`config.mk`:
```
export PLATFORM = sky130hd
export DESIGN_NAME = byte_ecc_store
export DESIGN_NICKNAME = d
export VERILOG_FILES = /design/src/rtl/bes_pkg.sv /design/src/rtl/bes_encode.sv /design/src/rtl/bes_decode.sv /design/src/rtl/bes_bank.sv /design/src/rtl/byte_ecc_store.sv
export SDC_FILE = /design/constraint.sdc
export NUM_CORES = 2
export LEC_CHECK = 0
export ABC_CLOCK_PERIOD_IN_PS = 6400
export BUFFER_PORTS_ARGS = -buffer_cell sky130_fd_sc_hd__clkbuf_2
export CORE_UTILIZATION = 65
export CTS_CLUSTER_SIZE = 20
export DETAILED_ROUTE_END_ITERATION = 8
export GPL_ROUTABILITY_DRIVEN = 0
export MAX_ROUTING_LAYER = met4
export PLACE_DENSITY = 0.84
export SLEW_MARGIN = 20
export SYNTH_ARGS = -nofsm -noshare
export SYNTH_HDL_FRONTEND = slang
export SYNTH_SLANG_ARGS = --single-unit
```
`constraint.sdc`:
```
create_clock -name clk -period 6.4 [get_ports clk]
set_input_delay 0.32 -clock clk [delete_from_list [all_inputs] [get_ports clk]]
set_output_delay 0.32 -clock clk [all_outputs]
set_load 0.02 [all_outputs]
```
`src/rtl/bes_pkg.sv`:
```
package bes_pkg;
   localparam int DATA_W = 32;
   localparam int CHK_W  = 6;
   localparam int CW_W   = DATA_W + CHK_W;
   localparam int LANES  = DATA_W / 8;

   typedef logic [CW_W-1:0]   cw_t;
   typedef logic [DATA_W-1:0] dw_t;
   typedef logic [CHK_W-1:0]  syn_t;

   // Hamming position p (1-based) is a check position when p is a power of two
   function automatic bit is_chk_pos(int p);
      return (p & (p - 1)) == 0;
   endfunction

   // 1-based codeword position of data bit k
   function automatic int data_pos(int k);
      int n;
      int r;
      n = 0;
      r = 0;
      for (int p = 1; p <= CW_W; p++) begin
         if (!is_chk_pos(p)) begin
            if (n == k) r = p;
            n++;
         end
      end
      return r;
   endfunction

   // codeword indices whose position has bit c set
   function automatic cw_t cov_mask(int c);
      cw_t m;
      m = '0;
      for (int p = 1; p <= CW_W; p++)
         if (((p >> c) & 1) == 1) m[p-1] = 1'b1;
      return m;
   endfunction

   // data bits covered by check bit c
   function automatic dw_t data_cov(int c);
      dw_t m;
      m = '0;
      for (int k = 0; k < DATA_W; k++)
         if (((data_pos(k) >> c) & 1) == 1) m[k] = 1'b1;
      return m;
   endfunction
endpackage

```
`src/rtl/bes_encode.sv`:
```
module bes_encode
   import bes_pkg::*;
(
   input  dw_t data_i,
   output cw_t cw_o
);
   for (genvar k = 0; k < DATA_W; k++) begin : g_data
      assign cw_o[data_pos(k)-1] = data_i[k];
   end
   for (genvar c = 0; c < CHK_W; c++) begin : g_chk
      assign cw_o[(1 << c) - 1] = ^(data_i & data_cov(c));
   end
endmodule

```
`src/rtl/bes_decode.sv`:
```
module bes_decode
   import bes_pkg::*;
(
   input  cw_t  cw_i,
   output dw_t  data_o,
   output logic err_o
);
   syn_t syn;
   cw_t  flip;
   cw_t  fixed;

   for (genvar c = 0; c < CHK_W; c++) begin : g_syn
      assign syn[c] = ^(cw_i & cov_mask(c));
   end
   for (genvar i = 0; i < CW_W; i++) begin : g_flip
      assign flip[i] = (syn == CHK_W'(i + 1));
   end
   assign fixed = cw_i ^ flip;
   for (genvar k = 0; k < DATA_W; k++) begin : g_ext
      assign data_o[k] = fixed[data_pos(k)-1];
   end
   // any nonzero syndrome counts as a repair, including check-bit and out-of-range codes
   assign err_o = |syn;
endmodule

```
`src/rtl/bes_bank.sv`:
```
module bes_bank
   import bes_pkg::*;
#(
   parameter int WORDS = 16,
   localparam int WAW = $clog2(WORDS)
)(
   input  logic           clk,
   input  logic           rst_n,
   input  logic [WAW-1:0] rd_idx,
   output cw_t            rd_cw,
   input  logic           wr_en,
   input  logic [WAW-1:0] wr_idx,
   input  cw_t            wr_cw,
   input  logic           inj_en,
   input  logic [WAW-1:0] inj_idx,
   input  logic [5:0]     inj_pos
);
   cw_t mem [WORDS];
   cw_t inj_vec;

   assign inj_vec = (inj_pos < 6'(CW_W)) ? (cw_t'(1) << inj_pos) : '0;

   for (genvar w = 0; w < WORDS; w++) begin : g_word
      logic hit_wr;
      logic hit_inj;
      assign hit_wr  = wr_en  && (wr_idx  == WAW'(w));
      assign hit_inj = inj_en && (inj_idx == WAW'(w));
      always_ff @(posedge clk or negedge rst_n) begin
         if (!rst_n)       mem[w] <= '0;
         else if (hit_wr)  mem[w] <= wr_cw;
         else if (hit_inj) mem[w] <= mem[w] ^ inj_vec;
      end
   end

   assign rd_cw = mem[rd_idx];
endmodule

```
`src/rtl/byte_ecc_store.sv`:
```
module byte_ecc_store
   import bes_pkg::*;
#(
   parameter int ADDR_W = 6,
   localparam int WAW   = ADDR_W - 2,
   localparam int WORDS = 1 << WAW
)(
   input  logic              clk,
   input  logic              rst_n,
   input  logic              req_vld,
   input  logic              req_wr,
   input  logic              req_first,
   input  logic [ADDR_W-1:0] req_addr,
   input  logic [7:0]        req_wdata,
   input  logic              inj_en,
   input  logic [WAW-1:0]    inj_word,
   input  logic [5:0]        inj_pos,
   output logic              rd_vld,
   output logic [7:0]        rd_data,
   output logic              corr_flag
);
   if (ADDR_W < 3 || ADDR_W > 12) begin : g_bad_addr_w
      $error("byte_ecc_store: ADDR_W must lie in 3..12");
   end

   logic [WAW-1:0] widx;
   logic [1:0]     lane;
   cw_t            stored_cw;
   cw_t            new_cw;
   dw_t            dec_data;
   dw_t            merged;
   logic           dec_err;
   logic           is_rd;
   logic           is_wr;
   logic [7:0]     sel_byte;

   assign widx  = req_addr[ADDR_W-1:2];
   assign lane  = req_addr[1:0];
   assign is_rd = req_vld && !req_wr;
   assign is_wr = req_vld &&  req_wr;

   bes_bank #(.WORDS(WORDS)) bank_i (
      .clk     (clk),
      .rst_n   (rst_n),
      .rd_idx  (widx),
      .rd_cw   (stored_cw),
      .wr_en   (is_wr),
      .wr_idx  (widx),
      .wr_cw   (new_cw),
      .inj_en  (inj_en),
      .inj_idx (inj_word),
      .inj_pos (inj_pos)
   );

   bes_decode dec_i (
      .cw_i   (stored_cw),
      .data_o (dec_data),
      .err_o  (dec_err)
   );

   for (genvar l = 0; l < LANES; l++) begin : g_lane
      assign merged[l*8 +: 8] = (lane == 2'(l)) ? req_wdata : dec_data[l*8 +: 8];
   end

   bes_encode enc_i (
      .data_i (merged),
      .cw_o   (new_cw)
   );

   always_comb begin
      sel_byte = '0;
      for (int l = 0; l < LANES; l++)
         if (lane == 2'(l)) sel_byte = dec_data[l*8 +: 8];
   end

   always_ff @(posedge clk or negedge rst_n) begin
      if (!rst_n) begin
         rd_vld    <= 1'b0;
         rd_data   <= '0;
         corr_flag <= 1'b0;
      end else begin
         rd_vld <= is_rd;
         if (is_rd) begin
            rd_data   <= sel_byte;
            corr_flag <= req_first ? dec_err : (corr_flag | dec_err);
         end
      end
   end
endmodule

```
Word level (Yosys, flattened, before mapping)
Index checks and enable logic that the tools add are counted.
{ "word_totals": {"register_bits": 618, "in_bits": 30, "out_inout_bits": 10, "word_cells": 224} }
{ "op_classes": {"n_lt_le_gt_ge": 2, "n_eq_ne": 71, "n_shift": 1, "mux": 45, "bitwise": 19, "n_reduce_logical": 67} }
{ "op_table": {"columns": ["operator", "n"], "rows": [
  ["two-way mux 38 bit", 35],
  ["bitwise XOR 38 bit", 17],
  ["XOR reduction 38 bit", 6],
  ["XOR reduction 32 bit", 6],
  ["binary-select mux 38 bit (select 4 bit)", 1],
  ["== test 6 x 5 -> 1 bit (second input constant)", 16],
  ["== test 4 bit (second input constant)", 16],
  ["two-way mux 8 bit", 8],
  ["== test 6 x 4 -> 1 bit (second input constant)", 8],
  ["== test 6 bit (second input constant)", 7],
  ["<< shifter 1 x 6 -> 38 bit (first input constant)", 1],
  ["logical AND 1 bit", 34],
  ["== test 4 x 3 -> 1 bit (second input constant)", 8],
  ["nonzero test 2 bit", 16],
  ["== test 6 x 3 -> 1 bit (second input constant)", 4],
  ["== test 4 x 2 -> 1 bit (second input constant)", 4],
  ["== test 6 x 2 -> 1 bit (second input constant)", 2],
  ["== test 4 x 1 -> 1 bit (second input constant)", 2],
  ["logical NOT 4 bit", 2],
  ["== test 6 x 1 -> 1 bit (second input constant)", 1],
  ["< comparator 6 bit (second input constant)", 1],
  ["OR reduction 6 bit", 1],
  ["greater-or-equal comparator 5 bit (second input constant)", 1],
  ["inverter 4 -> 5 bit", 1],
  ["6 further kinds", 7]
]} }

Logic depth before layout (Yosys ltp)
{ "logic_depth": {"ltp_word": 11, "depth_mapped": 22, "depth_no_buf": 15} }

Hierarchy
Synthesis repeated with hierarchy kept, for this count alone.
{ "unflattened": {"cells_unflattened": 4203, "area_unflattened_um2": 40028.4} }
{ "modules_own_cells": {"columns": ["module", "n_inst", "cells_each", "area_per_inst_um2", "seq_area_each_um2"], "rows": [
  ["bes_bank", 1, 3900, 36988.0, 15214.6],
  ["bes_decode", 1, 148, 1251.2, 0.0],
  ["byte_ecc_store", 1, 71, 994.7, 250.2],
  ["bes_encode", 1, 84, 794.5, 0.0]
]} }

Worst setup path after synthesis
No wires, ideal clock.
{ "synth_path": {"path_kind": "input port to flip-flop", "start": "input port req_addr[2]", "end": "register bank_i.mem[235] (netlist name)", "setup_time_ns": 0.133, "arrival_ns": 5.112, "required_ns": 6.267, "setup_slack_ns": 1.155, "path_stages": 19, "path_cell_list": "buf_6 buf_6 buf_6 mux4_2 a22oi_1 nand2_1 xor2_1 xnor2_1 xnor3_2 xor2_2 nand2_2 or4_4 a31oi_4 xnor2_1 xnor3_1 xnor3_2 buf_6 nor2_1 a21oi_2"} }
{ "synth_between": {"elab_chain_len": 10, "elab_cells_between_ends": 35} }
{ "synth_rtl": {"columns": ["item", "line", "rtl"], "rows": [
  ["start, declared", "byte_ecc_store.sv:13", "input logic [ADDR_W-1:0] req_addr,"],
  ["inverter 4 -> 5 bit (not written as such)", "bes_bank.sv:35", "assign rd_cw = mem[rd_idx];"],
  ["binary-select mux 38 bit (select 4 bit)", "bes_bank.sv:35", null],
  ["two-way mux 38 bit (not written as such) (2 in a row)", "bes_bank.sv:35", null],
  ["XOR reduction 38 bit", "bes_decode.sv:13", "assign syn[c] = ^(cw_i & cov_mask(c));"],
  ["== test 6 x 4 -> 1 bit / == test 6 x 5 -> 1 bit (equally long branches)", "bes_decode.sv:16", "assign flip[i] = (syn == CHK_W'(i + 1));"],
  ["bitwise XOR 38 bit", "bes_decode.sv:18", "assign fixed = cw_i ^ flip;"],
  ["two-way mux 8 bit", "byte_ecc_store.sv:62", "assign merged[l*8 +: 8] = (lane == 2'(l)) ? req_wdata : dec_data[l*8 +: 8];"],
  ["XOR reduction 32 bit", "bes_encode.sv:11", "assign cw_o[(1 << c) - 1] = ^(data_i & data_cov(c));"],
  ["two-way mux 38 bit", "bes_bank.sv:30", "else if (hit_wr) mem[w] <= wr_cw;"],
  ["end signal, assigned by index", "bes_bank.sv:30", null],
  ["end signal, assigned by index", "bes_bank.sv:31", "else if (hit_inj) mem[w] <= mem[w] ^ inj_vec;"],
  ["end, declared", "bes_bank.sv:18", "cw_t mem [WORDS];"]
]} }
Several ways; a longest one is shown, not always the timed one. The select of a mux whose other input is x is not followed.
A chain may end at the register's enable or synchronous reset.

Worst setup path after layout
{ "layout_path": {"start": "input port req_addr[2]", "end": "register bank_i.mem[152] (netlist name)"} }
{ "layout_between": {"elab_chain_len": 10, "elab_cells_between_ends": 38} }
{ "layout_rtl": {"columns": ["item", "line"], "rows": [
  ["inverter 4 -> 5 bit (not written as such)", "bes_bank.sv:35"],
  ["binary-select mux 38 bit (select 4 bit)", "bes_bank.sv:35"],
  ["two-way mux 38 bit (not written as such) (2 in a row)", "bes_bank.sv:35"],
  ["XOR reduction 38 bit", "bes_decode.sv:13"],
  ["== test 6 x 2 -> 1 bit, or another cell as far along", "bes_decode.sv:16"],
  ["bitwise XOR 38 bit", "bes_decode.sv:18"],
  ["two-way mux 8 bit", "byte_ecc_store.sv:62"],
  ["XOR reduction 32 bit", "bes_encode.sv:11"],
  ["two-way mux 38 bit", "bes_bank.sv:30"]
]} }
Several ways; a longest one is shown, not always the timed one. The select of a mux whose other input is x is not followed.

==> flow_summary.yaml <==
clocking:
  clock_latency_ns: 0.65
  cts_resized: 0
  cts_tree: "yes"
  cts_setup_buffers: 0
  holdBufCountCts: 2
  clockBufferDepth: 3
  cts_sinks: 618
  cts-root-buf: "clkbuf_16"
  htreeDepth: 3
  clkTransAtPathRegs_ns: 0.07
  tritoncts.num_buffers: 66
drt:
  ant_nets: 0
  drc: 0
  wl_per_cell_um: 26.0
  drtIter0Drc: 5093
  via_count: 32870
  drt_wl_total_mm: 127
  dr.pass1.iters: 9
  via_per_inst: 6.74
timing:
  finalCritPeriodShare: 0.925
  fmax_mhz: 169
  setup_viol: 0
  relSlewSlack: 0.146
  drv_slew: 0
  setup_tns_ns: 0
  fin_crit_ns: 5.92
  fin_skew_ns: 0.0348
  rsz0062_at_grt: "no"
  hold_violations: 0
  tightest_slew_ns: 1.28
  setup_ws_ns: 0.480
placement:
  hpwl_mm: 71.1
  dp_cells: 4743
  io_buffers: 39
  preCtsSetupSlack_ns: 0.112
yosys:
  synth_nets: 4187
  mappedNetlistArea_um2: 38000
  syn_inst: 4157
  ys_ff_latch: 618
  seq_area_frac_synth: 0.407
  synth_cell_type_count: 74
  syn_area_per_cell_um2: 9.15
  synth_area_leaders: "dfrtp_1, xnor2_1, mux4_2"
  synth_edf_count: 0
  synth_flop_cell: "dfrtp_1"
  yosys.area.top_type: "dfrtp_1"
  yosysWarnings: 0
  synth_top_area_frac: 0.407
  synthArstFlopShare: 1.00
pwr:
  comb_power_share: 0.633
  power.share.clock: 0.139
  power_density_nw_per_um2: 697
  max-vdd-ir-drop_mv: 1.99
  p_int_mw: 15.2
  power.switching_mw: 13.7
  power.share.sequential: 0.229
  leakagePower_nw: 16.7
  sw_frac_of_total: 0.474
finish:
  drive_gt1_frac: 0.135
  syn2layout_area_growth_pct: 9.22
  seq_area_um2: 15500
  fin_cells: 4874
  multi_input_area_um2: 21400
  num-fill-cells: 3863
  layout.nets: 4082
global_routing:
  antenna_found_initial: 4
  overflow: 0
  grt_pass1_vias: 32811
  grt_pass1_wl_mm: 192
  grt_usage: 0.441
  grt_max_degree: 179
floorplanning:
  dieArea_um2: 59500
  start_util: 0.658
  fp.dieH_um: 244
  coreArea_um2: 57800
  rows: 88
  fp.dieW_um: 244
  num_io_pins: 40
critical_path:
  crit_arrival_ns: 6.45
  critical_path_class: "in -> reg"
  critical_path.startpoint_type: "input pin"
  cp-end-kind: "flip-flop"
  required_ns: 6.93
  critPathMaxFanout: 46
run:
  max-cap-violations: 0
status:
  status: "finished, final reports clean"
worst_hold_path:
  min_path_type: "in -> reg"
## power by group through the flow
stage	sequential (mW)	clock, mW	combinational (mW)
CTS	6.56	3.98	17.6
global route	6.74	4.15	19.1
finish	6.61	4.02	18.3
detailed placement	6.59	0	17.5
global placement	6.53	0	17.2
floorplan	6.30	0	12.4
## worst max-delay path, stage by stage
cell and delay, ns:
buf_8 0.49, buf_4 0.31, mux4_2 0.51, a22oi_1 0.30, nand2_1 0.26, xor2_1 0.35, xnor2_1 0.19, xnor2_2 0.18
buf_4 0.17, xnor2_2 0.50, nand4_1 0.34, nor2_1 0.20, xnor2_1 0.25, mux2_2 0.38, nor4_1 0.55, buf_4 0.21
xnor3_1 0.24, xnor3_2 0.26, buf_12 0.17, o21ai_0 0.19
## cells by family after synthesis
| logic type | count (synthesis) | synth area share |
|---|---|---|
| compound gates | 749 | 0.113 |
| mux | 174 | 0.0999 |
| xor+xnor | 738 | 0.182 |
| simple gates | 1535 | 0.160 |
| flops | 618 | 0.407 |
| buf+inv | 343 | 0.0382 |
## cell type report
class / instances / area share
sequential: 618 / 0.372
clock buffer: 99 / 0.0484
inverter: 14 / 0.00130
clock inverter: 19 / 0.00515
multi-input combinational: 3196 / 0.516
timing repair buffer: 156 / 0.0333
antenna: 7 / 0.000422
tap: 765 / 0.0230
## per-stage QoR
| step | total power, mW | area (um2) | hold WS (ns) | util |
|---|---|---|---|---|
| after global placement | 23.7 | 39100 | 0.464 | 0.676 |
| after global routing | 29.9 | 41500 | 0.332 | 0.719 |
| after CTS | 28.2 | 41400 | 0.310 | 0.717 |
| after floorplan | 18.7 | 38000 | 0.0244 | - |
| after detailed placement | 24.1 | 39200 | 0.465 | 0.678 |
| final | 28.9 | 41500 | 0.319 | 0.719 |
## cells in the final DEF (no fill, tap or decap), drive strengths merged, types with 16 or more instances in the layout
master / synthesis / final
nand2: 753 / 753
nor2: 663 / 663
dfrtp: 618 / 618
xnor2: 450 / 450
a21oi: 368 / 368
o21ai: 274 / 274
xor2: 265 / 265
mux4: 164 / 164
clkbuf: 258 / 135
buf: 71 / 118
a22oi: 57 / 57
nand3: 25 / 25
xnor3: 20 / 20
nor3: 19 / 19
clkinv: 2 / 16
## flip-flops by register name, indices dropped and copies added, names as in the netlist
register	flops
corr_flag	1
rd_data	8
rd_vld	1
bank_i.mem	608
## worst paths after layout
| kind | start | end | slack (ns) | cells after the start |
|---|---|---|---|---|
| worst max-delay path | req_addr[2] | bank_i.mem[152] | 0.48 | 20 |
| worst min-delay path | req_wdata[2] | bank_i.mem[195] | 0.32 | 4 |
| worst max register to register | bank_i.mem[592] | bank_i.mem[121] | 0.63 | 15 |
| worst min register to register | rd_data[1] | rd_data[1] | 0.50 | 2 |
| max in group asynchronous | rst_n | bank_i.mem[47] | 4.46 | 3 |
| min in group asynchronous | rst_n | bank_i.mem[474] | 0.35 | 2 |
## Yosys cell counts (4+ instances only)
cell type,n
nand2_1,749
nor2_1,663
dfrtp_1,618
xnor2_1,435
a21oi_1,357
xor2_1,264
clkbuf_1,258
o21ai_0,236
mux4_2,164
a22oi_1,56
o21ai_1,29
buf_1,28
nand3_1,24
buf_2,23
nor3_1,18
xnor3_1,15
xnor2_2,13
buf_6,12
inv_1,12
a21oi_2,11
and2_1,9
nor4_1,9
o21ai_2,9
or3_1,9
nor2b_1,8
a22o_1,7
nand2b_1,7
a31oi_1,6
and3_1,6
buf_4,6
mux2i_1,6
nand4_1,5
xnor3_2,5
a31oi_4,4
mux2_2,4
nand2_2,4
nor3b_1,4
nor4b_1,4
o31ai_1,4
or2_2,4
## per-layer routing
layer,global-route usage,share of wire,vias to the layer above
met5,-,0,-
met4,0.293,0.077,0
met3,0.158,0.16,837
met2,0.625,0.43,2792
met1,0.531,0.33,15639
li1,-,-,13602
(Power assumes the default switching activity.)
